[src/rtl/sio_irq_pkg.sv]
package sio_irq_pkg;
   // request slots, low index = low priority
   localparam int SRC_TX  = 0;
   localparam int SRC_RX  = 1;
   localparam int SRC_ERR = 2;
   localparam int SRC_BRK = 3;
   localparam int NSRC    = 4;

   // sticky flag bit positions (visible to software)
   localparam int FLG_DRDY = 0;
   localparam int FLG_RERR = 1;
   localparam int FLG_BRK  = 2;
   localparam int FLG_OVR  = 3;
   localparam int NFLAG    = 4;

   // enable bit positions
   localparam int EN_TX  = 0;
   localparam int EN_RX  = 1;
   localparam int EN_ERR = 2;
   localparam int NEN    = 3;

   typedef enum logic [2:0] {
      PEND_NONE = 3'd0,
      PEND_TX   = 3'd1,
      PEND_RX   = 3'd2,
      PEND_ERR  = 3'd3,
      PEND_BRK  = 3'd4
   } pend_e;
endpackage

[src/rtl/sio_irq_flags.sv]
module sio_irq_flags #(
   parameter int NF = 4
) (
   input  logic          clk,
   input  logic          rst_n,
   input  logic [NF-1:0] set_evt,
   input  logic          clr_we,
   input  logic [NF-1:0] clr_data,
   output logic [NF-1:0] flg_q
);
   if (NF < 1) begin : g_bad_nf
      $error("sio_irq_flags: NF must be at least 1");
   end

   for (genvar i = 0; i < NF; i++) begin : g_flag
      always_ff @(posedge clk or negedge rst_n) begin
         if (!rst_n)
            flg_q[i] <= 1'b0;
         else if (set_evt[i])
            flg_q[i] <= 1'b1;          // set beats clear
         else if (clr_we && !clr_data[i])
            flg_q[i] <= 1'b0;
      end


      flag_hold_chk: assert property (@(posedge clk) disable iff (!rst_n)
         (flg_q[i] && !(clr_we && !clr_data[i])) |=> flg_q[i]);

      flag_set_chk: assert property (@(posedge clk) disable iff (!rst_n)
         set_evt[i] |=> flg_q[i]);
   end
endmodule

[src/rtl/sio_irq_req.sv]
module sio_irq_req
   import sio_irq_pkg::*;
#(
   parameter bit HAS_DMA = 1'b1
) (
   input  logic             clk,
   input  logic             rst_n,
   input  logic [NEN-1:0]   en,
   input  logic [NFLAG-1:0] flg,
   input  logic             tx_lvl,
   input  logic             rx_lvl,
   input  logic             mode_sync,
   input  logic             dma_sel_tx,
   input  logic             dma_sel_rx,
   output logic [NSRC-1:0]  irq_q,
   output logic             dreq_tx_q,
   output logic             dreq_rx_q
);
   logic tx_cond, rx_cond, drdy_ok, err_gate;
   logic steer_tx, steer_rx;
   logic [NSRC-1:0] irq_d;

   assign drdy_ok  = flg[FLG_DRDY] && !mode_sync;
   assign tx_cond  = en[EN_TX] && tx_lvl;
   assign rx_cond  = en[EN_RX] && (rx_lvl || drdy_ok);
   assign err_gate = en[EN_RX] || en[EN_ERR];

   if (HAS_DMA) begin : g_dma
      assign steer_tx = dma_sel_tx;
      assign steer_rx = dma_sel_rx;
   end else begin : g_nodma
      logic unused_sel;
      assign unused_sel = dma_sel_tx ^ dma_sel_rx;
      assign steer_tx = 1'b0;
      assign steer_rx = 1'b0;
   end

   always_comb begin
      irq_d          = '0;
      irq_d[SRC_TX]  = tx_cond && !steer_tx;
      irq_d[SRC_RX]  = rx_cond && !steer_rx;
      irq_d[SRC_ERR] = err_gate && flg[FLG_RERR];
      irq_d[SRC_BRK] = err_gate && (flg[FLG_BRK] || flg[FLG_OVR]);
   end

   always_ff @(posedge clk or negedge rst_n) begin
      if (!rst_n) begin
         irq_q     <= '0;
         dreq_tx_q <= 1'b0;
         dreq_rx_q <= 1'b0;
      end else begin
         irq_q     <= irq_d;
         dreq_tx_q <= tx_cond && steer_tx;
         dreq_rx_q <= rx_cond && steer_rx;
      end
   end


   tx_excl_chk: assert property (@(posedge clk) disable iff (!rst_n)
      !(irq_q[SRC_TX] && dreq_tx_q));

   rx_excl_chk: assert property (@(posedge clk) disable iff (!rst_n)
      !(irq_q[SRC_RX] && dreq_rx_q));

   sync_drdy_chk: assert property (@(posedge clk) disable iff (!rst_n)
      (mode_sync && !rx_lvl) |=> !(irq_q[SRC_RX] || dreq_rx_q));

   err_mask_chk: assert property (@(posedge clk) disable iff (!rst_n)
      (!en[EN_RX] && !en[EN_ERR]) |=> !(irq_q[SRC_ERR] || irq_q[SRC_BRK]));
endmodule

[src/rtl/sio_irq_prio.sv]
module sio_irq_prio #(
   parameter int NS = 4,
   parameter int CW = 3
) (
   input  logic          clk,
   input  logic          rst_n,
   input  logic [NS-1:0] req,
   output logic [CW-1:0] code
);
   if (CW < $clog2(NS + 1)) begin : g_bad_cw
      $error("sio_irq_prio: CW too narrow for NS sources");
   end

   always_comb begin
      code = '0;
      for (int i = 0; i < NS; i++)
         if (req[i]) code = CW'(i + 1);
   end


   prio_valid_chk: assert property (@(posedge clk) disable iff (!rst_n)
      (code != '0) |-> req[int'(code) - 1]);

   prio_top_chk: assert property (@(posedge clk) disable iff (!rst_n)
      req[NS-1] |-> (code == CW'(NS)));

   prio_none_chk: assert property (@(posedge clk) disable iff (!rst_n)
      (req == '0) |-> (code == '0));
endmodule

[src/rtl/sio_irq_ctrl.sv]
module sio_irq_ctrl
   import sio_irq_pkg::*;
#(
   parameter bit HAS_DMA = 1'b1,
   parameter int CODE_W  = 3
) (
   input  logic             clk,
   input  logic             rst_n,
   input  logic             tx_lvl,
   input  logic             rx_lvl,
   input  logic             rx_tmo_evt,
   input  logic             rx_err_evt,
   input  logic             brk_evt,
   input  logic             ovr_evt,
   input  logic             mode_sync,
   input  logic             dma_sel_tx,
   input  logic             dma_sel_rx,
   input  logic             cfg_we,
   input  logic [NEN-1:0]   cfg_wdata,
   input  logic             flag_we,
   input  logic [NFLAG-1:0] flag_wdata,
   output logic [NFLAG-1:0] flags_o,
   output logic             irq_tx,
   output logic             irq_rx,
   output logic             irq_err,
   output logic             irq_brk,
   output logic             dreq_tx,
   output logic             dreq_rx,
   output logic [CODE_W-1:0] pend_code
);
   localparam int MIN_CW = $clog2(NSRC + 1);

   if (CODE_W < MIN_CW) begin : g_bad_code
      $error("sio_irq_ctrl: CODE_W below %0d", MIN_CW);
   end

   logic [NEN-1:0]   en_q;
   logic [NFLAG-1:0] evt_vec;
   logic [NFLAG-1:0] flg_q;
   logic [NSRC-1:0]  irq_q;

   always_ff @(posedge clk or negedge rst_n) begin
      if (!rst_n)      en_q <= '0;
      else if (cfg_we) en_q <= cfg_wdata;
   end

   always_comb begin
      evt_vec           = '0;
      evt_vec[FLG_DRDY] = rx_tmo_evt;
      evt_vec[FLG_RERR] = rx_err_evt;
      evt_vec[FLG_BRK]  = brk_evt;
      evt_vec[FLG_OVR]  = ovr_evt;
   end

   sio_irq_flags #(.NF(NFLAG)) u_flags (
      .clk      (clk),
      .rst_n    (rst_n),
      .set_evt  (evt_vec),
      .clr_we   (flag_we),
      .clr_data (flag_wdata),
      .flg_q    (flg_q)
   );

   sio_irq_req #(.HAS_DMA(HAS_DMA)) u_req (
      .clk        (clk),
      .rst_n      (rst_n),
      .en         (en_q),
      .flg        (flg_q),
      .tx_lvl     (tx_lvl),
      .rx_lvl     (rx_lvl),
      .mode_sync  (mode_sync),
      .dma_sel_tx (dma_sel_tx),
      .dma_sel_rx (dma_sel_rx),
      .irq_q      (irq_q),
      .dreq_tx_q  (dreq_tx),
      .dreq_rx_q  (dreq_rx)
   );

   sio_irq_prio #(.NS(NSRC), .CW(CODE_W)) u_prio (
      .clk   (clk),
      .rst_n (rst_n),
      .req   (irq_q),
      .code  (pend_code)
   );

   assign flags_o = flg_q;
   assign irq_tx  = irq_q[SRC_TX];
   assign irq_rx  = irq_q[SRC_RX];
   assign irq_err = irq_q[SRC_ERR];
   assign irq_brk = irq_q[SRC_BRK];


   rst_quiet_chk: assert property (@(posedge clk)
      !rst_n |=> (irq_q == '0 && !dreq_tx && !dreq_rx));
endmodule

[config.mk]
export PLATFORM = sky130hd
export DESIGN_NAME = sio_irq_ctrl
export DESIGN_NICKNAME = d
export VERILOG_FILES = /design/src/rtl/sio_irq_pkg.sv /design/src/rtl/sio_irq_flags.sv /design/src/rtl/sio_irq_req.sv /design/src/rtl/sio_irq_prio.sv /design/src/rtl/sio_irq_ctrl.sv
export SDC_FILE = /design/constraint.sdc
export NUM_CORES = 1
export LEC_CHECK = 0
export BUFFER_PORTS_ARGS = -buffer_cell sky130_fd_sc_hd__buf_2
export CORE_MARGIN = 3
export CORE_UTILIZATION = 23
export CTS_CLUSTER_DIAMETER = 60
export CTS_CLUSTER_SIZE = 14
export DETAILED_ROUTE_END_ITERATION = 10
export GPL_ROUTABILITY_DRIVEN = 0
export GPL_TIMING_DRIVEN = 0
export SYNTH_ARGS = -nofsm -noshare
export SYNTH_HDL_FRONTEND = slang
export SYNTH_SLANG_ARGS = --single-unit
[constraint.sdc]
create_clock -name clk -period 0.9 [get_ports clk]
set_input_delay 0.09 -clock clk [delete_from_list [all_inputs] [get_ports clk]]
set_output_delay 0.09 -clock clk [all_outputs]
set_load 0.005 [all_outputs]
After elaboration in Yosys (flattened, before gate mapping)

Index checks and enable logic that the tools add are counted.

Mux-type cells: 12
Reductions and logical operators: 27

Operators by type and width:

| cell               | count |
|---|---|
| 1-bit logical AND  | 13 |
| 1-bit two-way mux  | 9 |
| 2-bit nonzero test | 4 |
| 1-bit logical NOT  | 7 |
| 2-bit two-way mux  | 2 |
| 1-bit logical OR   | 3 |
| 3-bit two-way mux  | 1 |

Register bits: 13
Output and inout port bits: 13
Logic and storage cells: 47
Bits of input ports: 20

Logic depth before layout (Yosys ltp)

Depth in word-level cells: 5
Depth in mapped cells: 2
Gate-level depth less buffers: 2

Modules after synthesis

A second synthesis with hierarchy kept.

Cells, all modules: 41
Area, all modules: 515.5 µm²

By module, submodules not included:

| module        | sequential area each (µm²) | cells each | area an instance (µm²) | instances |
|---|---|---|---|---|
| sio_irq_req   | 150.1                      | 17         | 217.7                  | 1 |
| sio_irq_flags | 100.1                      | 12         | 155.1                  | 1 |
| sio_irq_ctrl  | 75.1                       | 6          | 108.9                  | 1 |
| sio_irq_prio  | 0.0                        | 6          | 33.8                   | 1 |

Worst setup path before layout

No wires, ideal clock.

Path kind: flip-flop to flip-flop
From: register, netlist name en_q[1]
To: register en_q[1]
Data arrival time: 657 ps
Path buffers: 0
Clock period less this slack: 784 ps
Required time: 773 ps
Library setup time: 127 ps
Stages on the path, launching flop included: 2
Slack: 116 ps
Path through: dfrtp_1 mux2_1

RTL lines:

| element                | line               | RTL |
|---|---|---|
| end signal: assignment | sio_irq_ctrl.sv:44 | `else if (cfg_we) en_q <= cfg_wdata;` |
| end: declaration       | sio_irq_ctrl.sv:37 | `logic [NEN-1:0] en_q;` |

Worst setup path in the final report

From: register u_req.irq_q[1]
To: output port pend_code[1]

Word-level cells in the longest chain between the ends: 3

RTL lines:

| element                         | line               | RTL |
|---|---|---|
| start: declaration              | sio_irq_req.sv:15  | `output logic [NSRC-1:0] irq_q,` |
| start signal: assignment        | sio_irq_req.sv:52  | `irq_q <= irq_d;` |
| 2-bit two-way mux (2 in series) | sio_irq_prio.sv:17 | `if (req[i]) code = CW'(i + 1);` |
| 3-bit two-way mux               | sio_irq_prio.sv:17 |  |
| end: declaration                | sio_irq_ctrl.sv:29 | `output logic [CODE_W-1:0] pend_code` |

No other way between the ends.

==> results.py <==
metrics = {
    "floorplan": {
        "die_w_um": 52.8,
        "start_util_pct": 24.9,
        "io_pins": 33,
        "std_cell_rows": 16,
        "die_area_mm2": 0.00279,
        "die_h_um": 52.8,
        "coreArea_mm2": 0.00202,
    },
    "synthesis": {
        "synthCells": 41,
        "synthSimpleGateAreaFrac_pct": 13.6,
        "syn_nets": 61,
        "synth_cell_type_count": 12,
        "syn_avg_cell_area_um2": 12.3,
        "yosysWarningCount": 0,
        "synth-seq-cells": 13,
        "muxShareOfSynthArea_pct": 6.70,
        "synth_top_family_by_area": "simple AND/OR/NAND/NOR gates",
        "synth_fa_ha_area_share_pct": 0,
        "synth-compound-area-share_pct": 12.2,
        "synth_seq_area_share_pct": 64.5,
        "syn_area_um2": 504,
        "synth_xor_area_share_pct": 0,
    },
    "timing": {
        "worst_pin_slew_ns": 0.286,
        "fmax_ghz": 0.906,
        "worst_slack_ns": -0.204,
        "fin_hold_ws_ns": 0.0344,
        "slew_headroom_pct": 80.9,
        "finalSetupViolCount": 5,
        "finalHoldViolations": 0,
        "skew_ns": 0.00205,
        "fin_crit_ns": 1.10,
        "final.period_utilization_pct": 123,
        "slew_viol_final": 0,
        "rsz0062_at_grt": "true",
    },
    "power": {
        "total_power_mw": 1.25,
        "leakage_nw": 0.431,
        "max-vdd-ir-drop_mv": 0.477,
        "power_density_mw_per_mm2": 1490,
    },
    "worst_setup_path": {
        "cp-end-kind": "primary output",
        "critical_path.max_fanout": 2,
        "start_kind": "register",
        "worstPathArrival_ns": 1.01,
        "timing.reg2reg.setup_slack_ns": 0.07,
        "required_ns": 0.81,
        "path_class": "register to primary output",
    },
    "route": {
        "post_drt_wl_per_cell_um": 9.62,
        "via_per_inst": 4.01,
        "firstDrtPassIters": 2,
        "first_iter_violations": 2,
        "routed_wirelength_um": 1110,
        "vias": 461,
        "drc": 0,
        "ant_nets": 0,
    },
    "min_path": {
        "hold_class": "input pin to register",
    },
    "global_route": {
        "grt_overflow_total": 0,
        "grt_pass1_vias": 450,
        "grt_first_pass_wirelength_um": 1830,
        "grt_max_degree": 14,
        "antenna_found_initial": 0,
        "grt.total_usage_pct": 9.21,
    },
    "clocking": {
        "numCtsBuffers": 3,
        "cts.sinks": 13,
        "cts_root_buf": "clkbuf_4",
        "htree_num_levels": 1,
        "tritoncts": "done",
        "path_clk_slew_ns": 0.07,
        "cts_buffer_depth": 2,
        "clk_latency_ns": 0.27,
    },
    "finish": {
        "nets": 109,
        "diodes": 0,
        "multi_input_area_um2": 178,
        "drive_above_1_share_pct": 50.0,
        "stdcell_count": 115,
        "nFillCells": 215,
        "area_growth_pct": 67.0,
        "ff_latch_area_um2": 325,
    },
    "job": {
        "drv_cap": 0,
    },
    "placement": {
        "post-place-ws_ns": 0.0145,
        "io_buffers": 32,
        "dp_cells": 100,
    },
    "run_status": {
        "violations": "setup timing",
        "status": "complete, but fails checks",
    },
}
flip-flops by register name, summed over array words and instances, names as in the netlist:
| signal | cells |
|---|---|
| u_req.dreq_rx_q | 1 |
| u_flags.flg_q | 4 |
| u_req.irq_q | 4 |
| en_q | 3 |
| u_req.dreq_tx_q | 1 |
report_power, final:
group / total (mW) / switching (mW) / leakage [nW] / internal (mW)
combinational: 0.241 / 0.0868 / 0.266 / 0.154
clock: 0.346 / 0.174 / 0.0150 / 0.171
sequential: 0.665 / 0.0347 / 0.150 / 0.631
area by class of cell:
type	count	share of cell area [%]
well taps	27	4.01
inverters	2	0.892
clock buffers	4	3.12
flip-flops and latches	13	38.6
repair buffers	43	31.4
plain buffers	1	0.892
multi-input cells	25	21.1
cells by family (layout without fill, tap and decap cells):
logic type | after synthesis | after routing
compound gates | 9 | 9
buf+inv | 3 | 50
flops | 13 | 13
mux | 3 | 3
simple gates | 13 | 13
stage by stage:
step	setup TNS, ns	instance area, um2	utilization, %
floorplan	0	504	-
global placement	0	698	34.5
detailed placement	0	698	34.5
CTS	-0.734	842	41.6
global route	-1.11	842	41.6
finish	-0.618	842	41.6
what timing repair did:
item | in CTS | in global routing
setup buffers | 5 | 0
setup endpoints to repair | 9 | 10
endpoints found under the hold margin | 18 | 0
hold buffers | 6 | 0
resized for setup | 4 | 0
pin swaps | 1 | 0
placed cells by master (no fill, tap or decap), drive strengths merged:
cell type    Yosys  final
o21a             1      1
nor2             3      3
mux2             3      3
a21o             4      4
and3             1      1
buf              1     38
o22a             1      1
clkbuf           0      4
dfrtp           13     13
nand2b           7      7
inv              2      2
a21oi            3      3
nand2            2      2
dlygate4sd3      0      6
cells in the mapped netlist (all sizes together):
cell type | n | area, um2
a21o | 4 | 30.0
a21oi | 3 | 15.0
and3 | 1 | 6.26
buf | 1 | 7.51
dfrtp | 13 | 325
inv | 2 | 7.51
mux2 | 3 | 33.8
nand2 | 2 | 7.51
nand2b | 7 | 43.8
nor2 | 3 | 11.3
o21a | 1 | 7.51
o22a | 1 | 8.76
worst max-delay path, cell delays in order (launching register included):
cell and delay (ns):
dfrtp_1 0.38, buf_4 0.14, nor2_2 0.07, nor2_1 0.04, buf_2 0.12
per-layer routing:
metal / up-vias / wire length [um] / track usage, %
li1: 232 / - / -
met1: 210 / 446 / 9.81
met2: 19 / 562 / 15.5
met3: 0 / 98 / 2.56
met4: 0 / 0 / 6.38
met5: - / 0 / 0
final timing paths:
path,from,end,cells after the start
max,u_req.irq_q[1],pend_code[1],4
min,cfg_wdata[0],en_q[0],2
max reg2reg,en_q[1],en_q[1],1
min reg2reg,en_q[0],en_q[0],1
max in group asynchronous,rst_n,u_flags.flg_q[3],2
min in group asynchronous,rst_n,u_req.irq_q[2],2
No activity file was read; power rests on OpenSTA's default activity.
